--- config.mk ---
export PLATFORM = sky130hd
export DESIGN_NAME = pwm_shared_timer
export DESIGN_NICKNAME = d
export VERILOG_FILES = /design/src/rtl/pwm_timer_pkg.sv /design/src/rtl/pwm_cfg_regs.sv /design/src/rtl/pwm_tick_gen.sv /design/src/rtl/pwm_counter.sv /design/src/rtl/pwm_channel.sv /design/src/rtl/pwm_shared_timer.sv
export SDC_FILE = /design/constraint.sdc
export NUM_CORES = 1
export LEC_CHECK = 0
export ABC_AREA = 1
export CAP_MARGIN = 10
export CORE_MARGIN = 5
export CORE_UTILIZATION = 46
export DETAILED_ROUTE_END_ITERATION = 16
export PLACE_DENSITY = 0.72
export RECOVER_POWER = 25
export REMOVE_ABC_BUFFERS = 1
export SLEW_MARGIN = 5
export SYNTH_ARGS = -nofsm -noshare
export SYNTH_HDL_FRONTEND = slang
export SYNTH_HIERARCHICAL = 1
export SYNTH_SLANG_ARGS = --single-unit
--- constraint.sdc ---
create_clock -name clk -period 4.85 [get_ports clk]
set_clock_uncertainty 0.1 [all_clocks]
set_input_delay 0.97 -clock clk [delete_from_list [all_inputs] [get_ports clk]]
set_output_delay 0.97 -clock clk [all_outputs]
set_load 0.01 [all_outputs]
--- src/rtl/pwm_timer_pkg.sv ---
package pwm_timer_pkg;

  typedef enum logic [1:0] {
    SRC_OFF = 2'd0,
    SRC_SYS = 2'd1,
    SRC_FIX = 2'd2,
    SRC_EXT = 2'd3
  } src_sel_e;

  localparam int unsigned ADR_CTRL   = 0;
  localparam int unsigned ADR_PERIOD = 1;
  localparam int unsigned ADR_START  = 2;
  localparam int unsigned ADR_MASK   = 3;
  localparam int unsigned ADR_POL    = 4;
  localparam int unsigned ADR_LOCK   = 5;
  localparam int unsigned ADR_UNLOCK = 6;
  localparam int unsigned ADR_CMP0   = 8;

  localparam int unsigned CTRL_PS_LSB  = 0;
  localparam int unsigned CTRL_SRC_LSB = 3;
  localparam int unsigned CTRL_EN_LSB  = 16;

endpackage

--- src/rtl/pwm_cfg_regs.sv ---
module pwm_cfg_regs
  import pwm_timer_pkg::*;
#(
  parameter int NCH       = 8,
  parameter int CNT_W     = 16,
  parameter int ADDR_W    = 4,
  parameter int DATA_W    = 32,
  parameter int PS_W      = 3,
  parameter bit HAS_CH_EN = 1'b1
) (
  input  logic                         clk,
  input  logic                         rst_n,
  input  logic                         wr_en,
  input  logic [ADDR_W-1:0]            wr_addr,
  input  logic [DATA_W-1:0]            wr_data,
  output logic [1:0]                   src_o,
  output logic [PS_W-1:0]              ps_o,
  output logic [CNT_W-1:0]             period_o,
  output logic [CNT_W-1:0]             start_o,
  output logic [NCH-1:0]               mask_o,
  output logic [NCH-1:0]               pol_o,
  output logic [NCH-1:0]               chen_o,
  output logic [NCH-1:0][CNT_W:0]      cmp_o
);

  localparam int CMP_W = CNT_W + 1;
  localparam logic [ADDR_W-1:0] A_CTRL   = ADDR_W'(ADR_CTRL);
  localparam logic [ADDR_W-1:0] A_PERIOD = ADDR_W'(ADR_PERIOD);
  localparam logic [ADDR_W-1:0] A_START  = ADDR_W'(ADR_START);
  localparam logic [ADDR_W-1:0] A_MASK   = ADDR_W'(ADR_MASK);
  localparam logic [ADDR_W-1:0] A_POL    = ADDR_W'(ADR_POL);
  localparam logic [ADDR_W-1:0] A_LOCK   = ADDR_W'(ADR_LOCK);
  localparam logic [ADDR_W-1:0] A_UNLOCK = ADDR_W'(ADR_UNLOCK);

  logic                lock_q;
  logic                cfg_we;
  logic [1:0]          src_q;
  logic [PS_W-1:0]     ps_q;
  logic [CNT_W-1:0]    period_q;
  logic [CNT_W-1:0]    start_q;
  logic [NCH-1:0]      mask_q;
  logic [NCH-1:0]      pol_q;
  logic                unused_wdata;

  assign unused_wdata = ^wr_data;

  // Configuration writes pass only while the lock latch is open.
  assign cfg_we = wr_en && !lock_q;

  always_ff @(posedge clk) begin
    if (!rst_n) begin
      lock_q <= 1'b0;
    end else if (wr_en && wr_addr == A_LOCK && wr_data[0]) begin
      lock_q <= 1'b1;
    end else if (wr_en && wr_addr == A_UNLOCK && wr_data[0]) begin
      lock_q <= 1'b0;
    end
  end

  always_ff @(posedge clk) begin
    if (!rst_n) begin
      src_q    <= 2'(SRC_OFF);
      ps_q     <= '0;
      period_q <= '0;
      start_q  <= '0;
      mask_q   <= '1;
      pol_q    <= '0;
    end else if (cfg_we) begin
      case (wr_addr)
        A_CTRL: begin
          ps_q  <= wr_data[CTRL_PS_LSB +: PS_W];
          src_q <= wr_data[CTRL_SRC_LSB +: 2];
        end
        A_PERIOD: period_q <= wr_data[CNT_W-1:0];
        A_START:  start_q  <= wr_data[CNT_W-1:0];
        A_MASK:   mask_q   <= wr_data[NCH-1:0];
        A_POL:    pol_q    <= wr_data[NCH-1:0];
        default: ;
      endcase
    end
  end

  generate
    if (HAS_CH_EN) begin : g_chen
      logic [NCH-1:0] chen_q;
      always_ff @(posedge clk) begin
        if (!rst_n) begin
          chen_q <= '0;
        end else if (cfg_we && wr_addr == A_CTRL) begin
          chen_q <= wr_data[CTRL_EN_LSB +: NCH];
        end
      end
      assign chen_o = chen_q;
    end else begin : g_nochen
      assign chen_o = '1;
    end
  endgenerate

  generate
    for (genvar n = 0; n < NCH; n++) begin : g_cmp
      localparam logic [ADDR_W-1:0] A_CMP = ADDR_W'(ADR_CMP0 + n);
      logic [CMP_W-1:0] cmp_q;
      always_ff @(posedge clk) begin
        if (!rst_n) begin
          cmp_q <= '0;
        end else if (cfg_we && wr_addr == A_CMP) begin
          cmp_q <= wr_data[CMP_W-1:0];
        end
      end
      assign cmp_o[n] = cmp_q;
    end
  endgenerate

  assign src_o    = src_q;
  assign ps_o     = ps_q;
  assign period_o = period_q;
  assign start_o  = start_q;
  assign mask_o   = mask_q;
  assign pol_o    = pol_q;

  AST_LOCK_FREEZES_MASK: assert property (@(posedge clk) disable iff (!rst_n)
    (lock_q && wr_en && wr_addr == A_MASK) |=> $stable(mask_q));
  AST_LOCK_FREEZES_PERIOD: assert property (@(posedge clk) disable iff (!rst_n)
    (lock_q && wr_en && wr_addr == A_PERIOD) |=> $stable(period_q));

endmodule

--- src/rtl/pwm_tick_gen.sv ---
module pwm_tick_gen
  import pwm_timer_pkg::*;
#(
  parameter int PS_W = 3
) (
  input  logic            clk,
  input  logic            rst_n,
  input  logic [1:0]      src_i,
  input  logic [PS_W-1:0] ps_i,
  input  logic            tick_sys_i,
  input  logic            tick_fix_i,
  input  logic            tick_ext_i,
  output logic            running_o,
  output logic            step_o
);

  localparam int DIV_W = (1 << PS_W) - 1;

  // Low ps bits all ones: the divider has seen 2^ps ticks.
  function automatic logic [DIV_W-1:0] div_mask(input logic [PS_W-1:0] ps);
    logic [DIV_W:0] t;
    t = ({{DIV_W{1'b0}}, 1'b1} << ps) - 1'b1;
    return t[DIV_W-1:0];
  endfunction

  logic             tick_sel;
  logic [DIV_W-1:0] div_q;
  logic [DIV_W-1:0] m;

  always_comb begin
    case (src_sel_e'(src_i))
      SRC_SYS: tick_sel = tick_sys_i;
      SRC_FIX: tick_sel = tick_fix_i;
      SRC_EXT: tick_sel = tick_ext_i;
      default: tick_sel = 1'b0;
    endcase
  end

  assign running_o = (src_i != 2'(SRC_OFF));
  assign m         = div_mask(ps_i);

  always_ff @(posedge clk) begin
    if (!rst_n) begin
      div_q <= '0;
    end else if (!running_o) begin
      div_q <= '0;
    end else if (tick_sel) begin
      div_q <= div_q + 1'b1;
    end
  end

  assign step_o = running_o && tick_sel && ((div_q & m) == m);

  AST_PRESCALE_GAP: assert property (@(posedge clk) disable iff (!rst_n)
    (step_o && ps_i != '0) |=> (!step_o || ps_i != $past(ps_i)));

endmodule

--- src/rtl/pwm_counter.sv ---
module pwm_counter #(
  parameter int NCH   = 8,
  parameter int CNT_W = 16
) (
  input  logic                    clk,
  input  logic                    rst_n,
  input  logic                    running_i,
  input  logic                    step_i,
  input  logic [CNT_W-1:0]        period_i,
  input  logic [CNT_W-1:0]        start_i,
  input  logic [NCH-1:0][CNT_W:0] cmp_i,
  output logic [CNT_W-1:0]        cnt_o,
  output logic [CNT_W-1:0]        mod_o,
  output logic [NCH-1:0][CNT_W:0] cmp_act_o,
  output logic                    wrap_o
);

  logic [CNT_W-1:0]        cnt_q;
  logic [CNT_W-1:0]        mod_q;
  logic [NCH-1:0][CNT_W:0] cmp_q;
  logic                    load_shadow;

  assign wrap_o      = step_i && (cnt_q >= mod_q);
  assign load_shadow = !running_i || wrap_o;

  always_ff @(posedge clk) begin
    if (!rst_n) begin
      cnt_q <= '0;
    end else if (!running_i) begin
      cnt_q <= start_i;
    end else if (step_i) begin
      cnt_q <= wrap_o ? start_i : cnt_q + 1'b1;
    end
  end

  always_ff @(posedge clk) begin
    if (!rst_n) begin
      mod_q <= '0;
      cmp_q <= '0;
    end else if (load_shadow) begin
      mod_q <= period_i;
      cmp_q <= cmp_i;
    end
  end

  assign cnt_o     = cnt_q;
  assign mod_o     = mod_q;
  assign cmp_act_o = cmp_q;

  AST_WRAP_TO_START: assert property (@(posedge clk) disable iff (!rst_n)
    wrap_o |=> (cnt_q == $past(start_i)));
  AST_STOP_HOLDS: assert property (@(posedge clk) disable iff (!rst_n)
    !running_i |=> (cnt_q == $past(start_i)));
  AST_SHADOW_HELD: assert property (@(posedge clk) disable iff (!rst_n)
    (running_i && !wrap_o) |=> ($stable(mod_q) && $stable(cmp_q)));

endmodule

--- src/rtl/pwm_channel.sv ---
module pwm_channel #(
  parameter int CNT_W = 16
) (
  input  logic [CNT_W-1:0] cnt_i,
  input  logic [CNT_W:0]   cmp_i,
  input  logic             mask_i,
  input  logic             pol_i,
  input  logic             en_i,
  output logic             pwm_o
);

  function automatic logic in_active_phase(input logic [CNT_W-1:0] c,
                                           input logic [CNT_W:0]   v);
    return {1'b0, c} < v;
  endfunction

  logic raw;

  assign raw   = in_active_phase(cnt_i, cmp_i);
  assign pwm_o = en_i & (mask_i ? pol_i : (raw ^ pol_i));

endmodule

--- src/rtl/pwm_shared_timer.sv ---
module pwm_shared_timer
  import pwm_timer_pkg::*;
#(
  parameter int NCH       = 8,
  parameter int CNT_W     = 16,
  parameter int ADDR_W    = 4,
  parameter int DATA_W    = 32,
  parameter int PS_W      = 3,
  parameter bit HAS_CH_EN = 1'b1
) (
  input  logic              clk,
  input  logic              rst_n,
  input  logic              tick_sys,
  input  logic              tick_fix,
  input  logic              tick_ext,
  input  logic              wr_en,
  input  logic [ADDR_W-1:0] wr_addr,
  input  logic [DATA_W-1:0] wr_data,
  output logic [NCH-1:0]    pwm_out
);

  logic [1:0]              src;
  logic [PS_W-1:0]         ps;
  logic [CNT_W-1:0]        period_sh;
  logic [CNT_W-1:0]        start_val;
  logic [NCH-1:0]          mask;
  logic [NCH-1:0]          pol;
  logic [NCH-1:0]          chen;
  logic [NCH-1:0][CNT_W:0] cmp_sh;
  logic                    running;
  logic                    step;
  logic [CNT_W-1:0]        cnt;
  logic [CNT_W-1:0]        mod_act;
  logic [NCH-1:0][CNT_W:0] cmp_act;
  logic                    wrap_evt;

  pwm_cfg_regs #(
    .NCH(NCH), .CNT_W(CNT_W), .ADDR_W(ADDR_W), .DATA_W(DATA_W),
    .PS_W(PS_W), .HAS_CH_EN(HAS_CH_EN)
  ) u_regs (
    .clk(clk), .rst_n(rst_n), .wr_en(wr_en), .wr_addr(wr_addr),
    .wr_data(wr_data), .src_o(src), .ps_o(ps), .period_o(period_sh),
    .start_o(start_val), .mask_o(mask), .pol_o(pol), .chen_o(chen),
    .cmp_o(cmp_sh)
  );

  pwm_tick_gen #(.PS_W(PS_W)) u_tick (
    .clk(clk), .rst_n(rst_n), .src_i(src), .ps_i(ps),
    .tick_sys_i(tick_sys), .tick_fix_i(tick_fix), .tick_ext_i(tick_ext),
    .running_o(running), .step_o(step)
  );

  pwm_counter #(.NCH(NCH), .CNT_W(CNT_W)) u_cnt (
    .clk(clk), .rst_n(rst_n), .running_i(running), .step_i(step),
    .period_i(period_sh), .start_i(start_val), .cmp_i(cmp_sh),
    .cnt_o(cnt), .mod_o(mod_act), .cmp_act_o(cmp_act), .wrap_o(wrap_evt)
  );

  generate
    for (genvar n = 0; n < NCH; n++) begin : g_ch
      pwm_channel #(.CNT_W(CNT_W)) u_ch (
        .cnt_i(cnt), .cmp_i(cmp_act[n]), .mask_i(mask[n]), .pol_i(pol[n]),
        .en_i(chen[n]), .pwm_o(pwm_out[n])
      );

      AST_FULL_DUTY: assert property (@(posedge clk) disable iff (!rst_n)
        (chen[n] && !mask[n] && !pol[n] && cmp_act[n] > {1'b0, mod_act}
         && cnt <= mod_act) |-> pwm_out[n]);
      AST_ZERO_DUTY: assert property (@(posedge clk) disable iff (!rst_n)
        (chen[n] && !mask[n] && !pol[n] && cmp_act[n] == '0) |-> !pwm_out[n]);
      AST_MASK_INACTIVE: assert property (@(posedge clk) disable iff (!rst_n)
        (chen[n] && mask[n]) |-> (pwm_out[n] == pol[n]));
      AST_DISABLED_LOW: assert property (@(posedge clk) disable iff (!rst_n)
        !chen[n] |-> !pwm_out[n]);
    end
  endgenerate

endmodule

# Yosys cells after proc, flatten, opt, wreduce, memory -nomap -nowiden
# Cells that the tools add are included.
[word_totals] ff_bits=373 wordCells=119 inputBits=42 out_inout_bits=8
[classes] bitwise=17 magnitude_cmp=9 shifts=1 n_mux=14 n_addsub=3 eq_ne=19 n_reduce_logical=29
[ops] cell="$lt A16 B17 Y1" n=8
[ops] cell="$mux W16" n=3
[ops] cell="$eq A4 B4 Y1 const B" n=8
[ops] cell="$logic_and A1 B1 Y1" n=17
[ops] cell="$add A16 B1 Y16 const B" n=1
[ops] cell="$ge A16 B16 Y1" n=1
[ops] cell="$eq A4 B3 Y1 const B" n=3
[ops] cell="$reduce_and A2 Y1" n=6
[ops] cell="$mux W1" n=10
[ops] cell="$and A1 B1 Y1" n=8
[ops] cell="$eq A4 B2 Y1 const B" n=2
[ops] cell="$xor A1 B1 Y1" n=8
[ops] cell="$add A7 B1 Y7 const B" n=1
[ops] cell="$and A7 B7 Y7" n=1
[ops] cell="$eq A7 B7 Y1" n=1
[ops] cell="$shl A1 B3 Y7 const A" n=1
[ops] cell="$sub A7 B1 Y7 const B" n=1
[ops] cell="$eq A2 B2 Y1 const B" n=2
[ops] cell="$eq A4 B1 Y1 const B" n=1
[ops] cell="$logic_not A4 Y1" n=1
[ops] cell="$reduce_bool A2 Y1" n=2
[ops] cell="$pmux W1 S3" n=1
[ops] cell="$eq A2 B1 Y1 const B" n=1
[ops] cell="$logic_not A1 Y1" n=2
[ops] cell="other kinds (2)" n=2

# Logic depth before layout (Yosys ltp)
# Gate-level depths: netlist of run 1.
[logic_depth] depth_word=9 mapped_depth=19 depth_no_buf=17

# By module
# The synthesis of run 1 kept the hierarchy.
[by_module_without_submodules] mod="pwm_cfg_regs" cells_per_inst=1323 seq_area_each_um2=3963.8 area_per_inst_um2=8642.0 instances=1
[by_module_without_submodules] mod="pwm_counter" cells_per_inst=914 seq_area_each_um2=3363.2 area_per_inst_um2=6821.5 instances=1
[by_module_without_submodules] mod="pwm_channel" cells_per_inst=85 seq_area_each_um2=0.0 area_per_inst_um2=470.5 instances=8
[by_module_without_submodules] mod="pwm_tick_gen" cells_per_inst=78 seq_area_each_um2=140.1 area_per_inst_um2=470.5 instances=1

# Least setup slack after synthesis of run 1
# OpenSTA, ideal clock, no wires.
[synth_timing] path_type="register to output" from="register u_cnt.cnt_q[12] (netlist: u_cnt/cnt_o[12])" to="output pwm_out[0]" path_slack_ns=2.316 n_path_buf=0 required_ns=3.780 t_arrival_ns=1.464 stages_incl_launch_ff=11 cell_sequence="dfxtp_1 ha_1 nand2_1 inv_1 nand2_1 nand2_1 nand2_1 nand2_1 nor2_1 a21oi_1 nor2_1"
[synth_via] elab_chain_cells=4
[synth_lines] item="from (decl)" line_no="pwm_counter.sv:18" rtl="logic [CNT_W-1:0] cnt_q;"
[synth_lines] item="from (signal assigned)" line_no="pwm_counter.sv:30" rtl="cnt_q <= start_i;"
[synth_lines] item="from (signal assigned)" line_no="pwm_counter.sv:32" rtl="cnt_q <= wrap_o ? start_i : cnt_q + 1'b1;"
[synth_lines] item="$lt A16 B17 Y1" line_no="pwm_channel.sv:14" rtl="return {1'b0, c} < v;"
[synth_lines] item="$xor A1 B1 Y1" line_no="pwm_channel.sv:20" rtl="assign pwm_o = en_i & (mask_i ? pol_i : (raw ^ pol_i));"
[synth_lines] item="$mux W1" line_no="pwm_channel.sv:20"
[synth_lines] item="$and A1 B1 Y1" line_no="pwm_channel.sv:20"
[synth_lines] item="to (decl)" line_no="pwm_shared_timer.sv:19" rtl="output logic [NCH-1:0] pwm_out"
# No other way between the ends.

# Final worst setup path of run 1
[layout_timing] from="register u_cnt.cnt_q[11] (netlist: u_cnt/cnt_o[11])" to="output pwm_out[1]"
# The elaborated chain is that of the path after synthesis.

==> results of run 1 <==
-- worst reg2reg max path, delay by kind of cell (launching register included) --
family / cells / cell delay [ns]
AND/OR/NAND/NOR: 5 / 0.94
buffers and inverters: 2 / 0.76
flip-flops: 1 / 0.93
adder cells (fa/ha/maj): 1 / 0.39
AO/OA/AOI/OAI: 3 / 0.51
-- metrics by stage --
step | hold WS, ns | cell area [um^2] | worst slack [ns]
6_report | 0.368 | 21600 | 0.509
5_1_grt | 0.384 | 21600 | 0.328
4_1_cts | 0.370 | 21700 | 0.547
3_5_place_dp | 0.356 | 20400 | 1.12
3_3_place_gp | 0.345 | 20400 | 1.14
2_1_floorplan | 0.329 | 19000 | -0.258
-- registers in the layout, indices dropped and copies added (netlist names) --
signal              count
u_cnt/cmp_act_o       136
u_regs/g_cmp.cmp_q    136
u_cnt/cnt_o            16
u_cnt/mod_o            16
u_regs/period_o        16
u_regs/start_o         16
u_regs/chen_o           8
u_regs/mask_o           8
u_regs/pol_o            8
u_tick/div_q            7
u_regs/ps_o             3
u_regs/src_o            2
u_regs/lock_q           1
-- final cells by class --
| type | count | area [um^2] | area share [%] |
|---|---|---|---|
| well taps | 539 | 674 | 3.12 |
| repair buffers | 69 | 666 | 3.08 |
| clock inverters | 11 | 86.3 | 0.400 |
| clock buffers | 60 | 1160 | 5.37 |
| inverters | 498 | 1870 | 8.66 |
| multi-input cells | 1985 | 9680 | 44.8 |
| flip-flops and latches | 373 | 7470 | 34.6 |
-- metal layers --
metal / share of wire [%] / global-route usage, % / vias to the layer above
met3: 7.0 / 2.95 / 139
li1: - / - / 9066
met1: 42 / 29.6 / 8217
met4: 4.5 / 9.33 / 0
met2: 47 / 39.8 / 596
met5: 0 / 0 / -
-- power by group through the flow --
| stage | sequential, mW | combinational [mW] | clock, mW |
|---|---|---|---|
| 6_report | 3.21 | 0.915 | 2.96 |
| 5_1_grt | 3.22 | 1.03 | 3.14 |
| 4_1_cts | 3.21 | 0.902 | 3.00 |
| 3_5_place_dp | 3.28 | 0.894 | 0 |
| 3_3_place_gp | 3.28 | 0.868 | 0 |
| 2_1_floorplan | 3.26 | 0.583 | 0 |
-- worst min path at each step --
stage / startpoint / endpoint / cells after the start
floorplan: u_regs/mask_o[0]$_SDFFE_PN1P_ / u_regs/mask_o[0]$_SDFFE_PN1P_ / 2
global placement: u_regs/mask_o[0]$_SDFFE_PN1P_ / u_regs/mask_o[0]$_SDFFE_PN1P_ / 2
detailed placement: u_regs/mask_o[5]$_SDFFE_PN1P_ / u_regs/mask_o[5]$_SDFFE_PN1P_ / 2
CTS: u_regs/mask_o[5]$_SDFFE_PN1P_ / u_regs/mask_o[5]$_SDFFE_PN1P_ / 2
global route: u_regs/g_cmp[5].cmp_q[7]$_SDFFE_PN0P_ / u_regs/g_cmp[5].cmp_q[7]$_SDFFE_PN0P_ / 2
finish: u_regs/g_cmp[6].cmp_q[7]$_SDFFE_PN0P_ / u_regs/g_cmp[6].cmp_q[7]$_SDFFE_PN0P_ / 2
==> impl_metrics.py, run 1 <==
metrics = {
    "pwr": {
        "p_sw_share_pct": 27.1,
        "total_power_mw": 7.09,
        "internal_power_mw": 5.16,
        "share_clk_of_total_power_pct": 41.7,
        "power_frac_seq_pct": 45.3,
        "powerDensity_nw_per_um2": 328,
        "pwr-share-comb_pct": 12.9,
        "p_leak_nw": 9.83,
        "switchingPower_mw": 1.92,
        "ir_worst_vdd_mv": 0.260,
    },
    "timing": {
        "period_share_pct": 89.5,
        "drv_slew": 397,
        "rsz0062_at_grt": "no",
        "worst_slew_margin_rel_pct": -28.1,
        "max_freq_mhz": 230,
        "setup_violations": 0,
        "fin_crit_ns": 4.34,
        "fin_tns_setup_ns": 0,
        "hold_viol_final": 0,
        "worst_pin_slew_ns": 1.92,
    },
    "grt": {
        "antenna_found_initial": 0,
        "track_usage_pct": 23.1,
        "overflow": 0,
        "grt_pass1_vias": 16856,
        "grt_max_degree": 162,
        "grt_first_pass_wirelength_um": 88200,
    },
    "setup_path": {
        "worstSetupEndpointType": "primary output",
        "worstPathMaxFanout": 13,
        "critical_path_arrival_ns": 3.27,
        "critPathRequiredTime_ns": 3.78,
        "slowest_stage": "dfxtp_1",
        "path_cells": "ha_1, nand2_1, inv_1, nand2_1, nand2_1, nand2_1, nand2_1, nor2_1, a21oi_1, nor2_1, clkdlybuf4s50_1",
        "r2r_slack_ns": 1.15,
        "rr_worst_depth": 11,
        "cpPeakStageDelay_ns": 0.92,
        "worstReg2RegEnd": "u_cnt/cmp_act_o[134]$_SDFFE_PN0P_",
        "path_class": "reg -> out",
        "rr_startpoint": "u_cnt/cnt_o[13]$_SDFFE_PN0P_",
        "endpoint": "pwm_out[1]",
        "crit_path_start": "u_cnt/cnt_o[11]$_SDFFE_PN0P_",
        "cp_common_cell": "nand2_1",
        "start_kind": "flop",
        "path_depth": 11,
        "crit_family": "flip-flops",
        "worst-path-buf-inv": 2,
    },
    "yosys": {
        "synth_area_per_cell_um2": 6.58,
        "synth_cells": 2994,
        "syn-cell-area_um2": 19700,
        "yosysWarnings": 6,
    },
    "clock_network": {
        "cts_hold_buf": 0,
        "cts_tree": "built",
        "post_cts_resized": 0,
        "numCtsBuffers": 41,
        "cts_sinks": 373,
        "clk_path_buf_depth": 3,
        "cts-htree-levels": 2,
        "cts_root_buf": "clkbuf_16",
        "clock_latency_ns": 0.54,
        "post_cts_buffers": 0,
        "clk_pin_slew_ns": 0.06,
    },
    "min_path": {
        "holdCritPathClass": "reg -> reg",
    },
    "final_layout": {
        "drive_gt1_share_pct": 4.91,
        "final_common_cell": "nor2_1",
        "nets": 3148,
        "final_core_util_pct": 51.3,
        "mostFrequentLayoutCells": "631 x nor2_1, 605 x nand2_1, 469 x inv_1",
        "fillCellCount": 4073,
        "n_antenna_cell": 0,
        "area_growth_pct": 9.71,
        "final-instance-count-excl-fill": 3535,
    },
    "job": {
        "max_cap_viol_count": 4,
    },
    "die": {
        "row_count": 75,
        "die_h_um": 217,
        "coreArea_um2": 42100,
        "start_util_pct": 46.7,
        "die_x_um": 217,
        "ios": 50,
        "dieArea_um2": 47000,
    },
    "route": {
        "drc": 0,
        "ant_nets": 0,
        "vias_per_cell": 5.10,
        "drt-initial-drc-count": 1765,
        "post_drt_wl_per_cell_um": 15.8,
        "num_vias": 18018,
        "drt_wl_total_um": 55800,
        "drtPass1Iterations": 8,
    },
    "placement": {
        "routabilityCongestion": 0.869,
        "placed_cells": 3464,
        "io_buffers": 41,
        "dp_hpwl_um": 34000,
    },
    "status": {
        "outcome": "finished, violations left",
        "violations": "capacitance limit, slew limit",
    },
}
No activity file was read; power rests on OpenSTA's default activity.
==> inputs of run 2 (changes only) <==
--- a/config.mk
+++ b/config.mk
@@ -9,6 +9,7 @@
 export CAP_MARGIN = 10
 export CORE_MARGIN = 5
 export CORE_UTILIZATION = 46
+export CTS_CLUSTER_DIAMETER = 60
 export DETAILED_ROUTE_END_ITERATION = 16
 export PLACE_DENSITY = 0.72
 export RECOVER_POWER = 25
==> run 2 against run 1 <==
Effect of this change:
- the run still ends with capacitance limit, slew limit left
- routed wire length is 0.16% higher
- via count is 0.42% higher
- hold slack hardly changed
- combinational power hardly changed
- final cell count hardly changed
- core utilization is 0.30 points higher
- flip-flop and latch count stayed put
- clock power is 8.1% higher
- first-iteration DRC count is 11% lower
- die area stayed put
- clock-buffer cell count is 4 lower
- critical endpoint is now pwm_out[2]
- largest power group unchanged
==> impl_metrics.py, run 2 (same netlist as run 1, synthesis figures left out) <==
metrics = {
    "placement": {
        "dp_hpwl_um": 34000,
        "routabilityCongestion": 0.869,
        "io_buffers": 41,
        "dp_worst_setup_slack_ns": 1.12,
    },
    "timing": {
        "rsz0062_at_grt": "no",
        "setup_ws_ns": 0.518,
        "max_freq_mhz": 231,
        "worst_slew_margin_rel_pct": -28.7,
        "fin_tns_setup_ns": 0,
        "setup_violations": 0,
        "drv_slew": 397,
        "worst_pin_slew_ns": 1.93,
        "hold_viol_final": 0,
        "holdWs_ns": 0.368,
        "period_share_pct": 89.3,
        "fin_crit_ns": 4.33,
    },
    "clock_network": {
        "numCtsBuffers": 42,
        "clock_latency_ns": 0.56,
        "post_cts_resized": 0,
        "cts-htree-levels": 2,
        "cts_hold_buf": 0,
        "clk_pin_slew_ns": 0.06,
        "clk_path_buf_depth": 3,
        "cts_root_buf": "clkbuf_16",
        "post_cts_buffers": 0,
        "cts_tree": "built",
        "cts_sinks": 373,
    },
    "pwr": {
        "ir_worst_vdd_mv": 0.251,
        "p_leak_nw": 9.89,
        "powerDensity_nw_per_um2": 337,
    },
    "die": {
        "die_x_um": 217,
        "start_util_pct": 46.7,
        "die_h_um": 217,
        "dieArea_um2": 47000,
        "row_count": 75,
        "ios": 50,
        "coreArea_um2": 42100,
    },
    "status": {
        "outcome": "finished, violations left",
        "violations": "capacitance limit, slew limit",
    },
    "setup_path": {
        "critPathRequiredTime_ns": 3.78,
        "worstPathMaxFanout": 13,
        "path_class": "reg -> out",
        "start_kind": "flop",
        "worstSetupEndpointType": "primary output",
        "critical_path_arrival_ns": 3.26,
    },
    "grt": {
        "use_met3_pct": 3.07,
        "track_usage_pct": 23.2,
        "use_met1_pct": 29.3,
        "grt_pass1_vias": 16947,
        "overflow": 0,
        "gr-usage-met2_pct": 39.6,
        "busiest_layer": "met2",
        "grt_max_degree": 162,
        "grt_first_pass_wirelength_um": 88100,
        "antenna_found_initial": 0,
    },
    "route": {
        "ant_nets": 0,
        "drtPass1Iterations": 6,
        "vias_per_cell": 5.11,
        "drt_wl_total_um": 55900,
        "post_drt_wl_per_cell_um": 15.8,
        "drc": 0,
        "num_vias": 18094,
        "drt-initial-drc-count": 1573,
    },
    "final_layout": {
        "mostFrequentLayoutCells": "631 x nor2_1, 605 x nand2_1, 469 x inv_1",
        "final_core_util_pct": 51.6,
        "nets": 3149,
        "fillCellCount": 4061,
        "n_antenna_cell": 0,
        "drive_gt1_share_pct": 5.20,
        "final_common_cell": "nor2_1",
        "area_growth_pct": 10.3,
    },
    "min_path": {
        "holdCritPathClass": "reg -> reg",
    },
    "job": {
        "max_cap_viol_count": 4,
    },
}
==> run 2: cell types whose count changed in the layout (fill, tap and decap cells not counted), sizes merged <==
cell / previous run / this run
clkbuf: 66 / 62
bufinv: 1 / 4
clkinv: 24 / 26
clkinvlp: 1 / 2
inv: 483 / 484
==> run 2: path summary, 6_finish.rpt <==
kind,from,depth (start not counted),to,slack (ns)
setup / recovery,u_cnt/cnt_o[11]$_SDFFE_PN0P_,11,pwm_out[2],0.52
hold reg to reg,u_regs/g_cmp[6].cmp_q[7]$_SDFFE_PN0P_,2,u_regs/g_cmp[6].cmp_q[7]$_SDFFE_PN0P_,0.37
hold / removal,u_regs/g_cmp[6].cmp_q[7]$_SDFFE_PN0P_,2,u_regs/g_cmp[6].cmp_q[7]$_SDFFE_PN0P_,0.37
setup reg to reg,u_cnt/cnt_o[13]$_SDFFE_PN0P_,11,u_cnt/cmp_act_o[98]$_SDFFE_PN0P_,1.12
==> run 2: routing by layer <==
layer  share of wire (%)  wire, um  vias to the layer above
li1                    -         -                     9071
met1                  42     23400                     8293
met2                  47     26000                      592
met3                 6.9      3850                      138
met4                 4.7      2650                        0
met5                   0         0                        -
==> run 2: critical path, stage by stage (launching register included) <==
cell	delay, ns
dfxtp_1	0.93
ha_1	0.38
nand2_1	0.09
inv_1	0.05
nand2_1	0.06
nand2_1	0.07
nand2_1	0.06
nand2_1	0.04
nor2_1	0.11
a21oi_1	0.08
nor2_1	0.22
clkdlybuf4s50_1	0.59
==> run 2: final cells by class <==
type	instances	area [um^2]	share of cell area, %
Multi-Input combinational cell	1985	9680	44.6
Clock buffer	56	1160	5.36
Tap cell	539	674	3.10
Timing Repair Buffer	69	666	3.06
Sequential cell	373	7470	34.4
Inverter	498	1870	8.61
Clock inverter	18	206	0.950
==> run 2: where the power goes <==
group          total (mW)  switching (mW)  internal, mW
Clock                3.20            1.29          1.90
Combinational       0.916           0.611         0.305
Sequential           3.21          0.0631          3.15
Total                7.33            1.97          5.36
==> run 2: through the flow <==
stage	power, mW	instance area [um^2]	cells
after CTS	7.37	21800	3538
after global routing	7.63	21700	3538
after floorplan	3.85	19000	2856
after detailed placement	4.17	20400	3464
after global placement	4.14	20400	3464
final	7.33	21700	3538
==> inputs of run 3 (changes only) <==
--- a/config.mk
+++ b/config.mk
@@ -6,7 +6,7 @@
 export NUM_CORES = 1
 export LEC_CHECK = 0
 export ABC_AREA = 1
-export CAP_MARGIN = 10
+export CAP_MARGIN = 20
 export CORE_MARGIN = 5
 export CORE_UTILIZATION = 46
 export CTS_CLUSTER_DIAMETER = 60
==> results of run 3 <==
The final DEF is identical to that of run 2; final timing and power are the same.
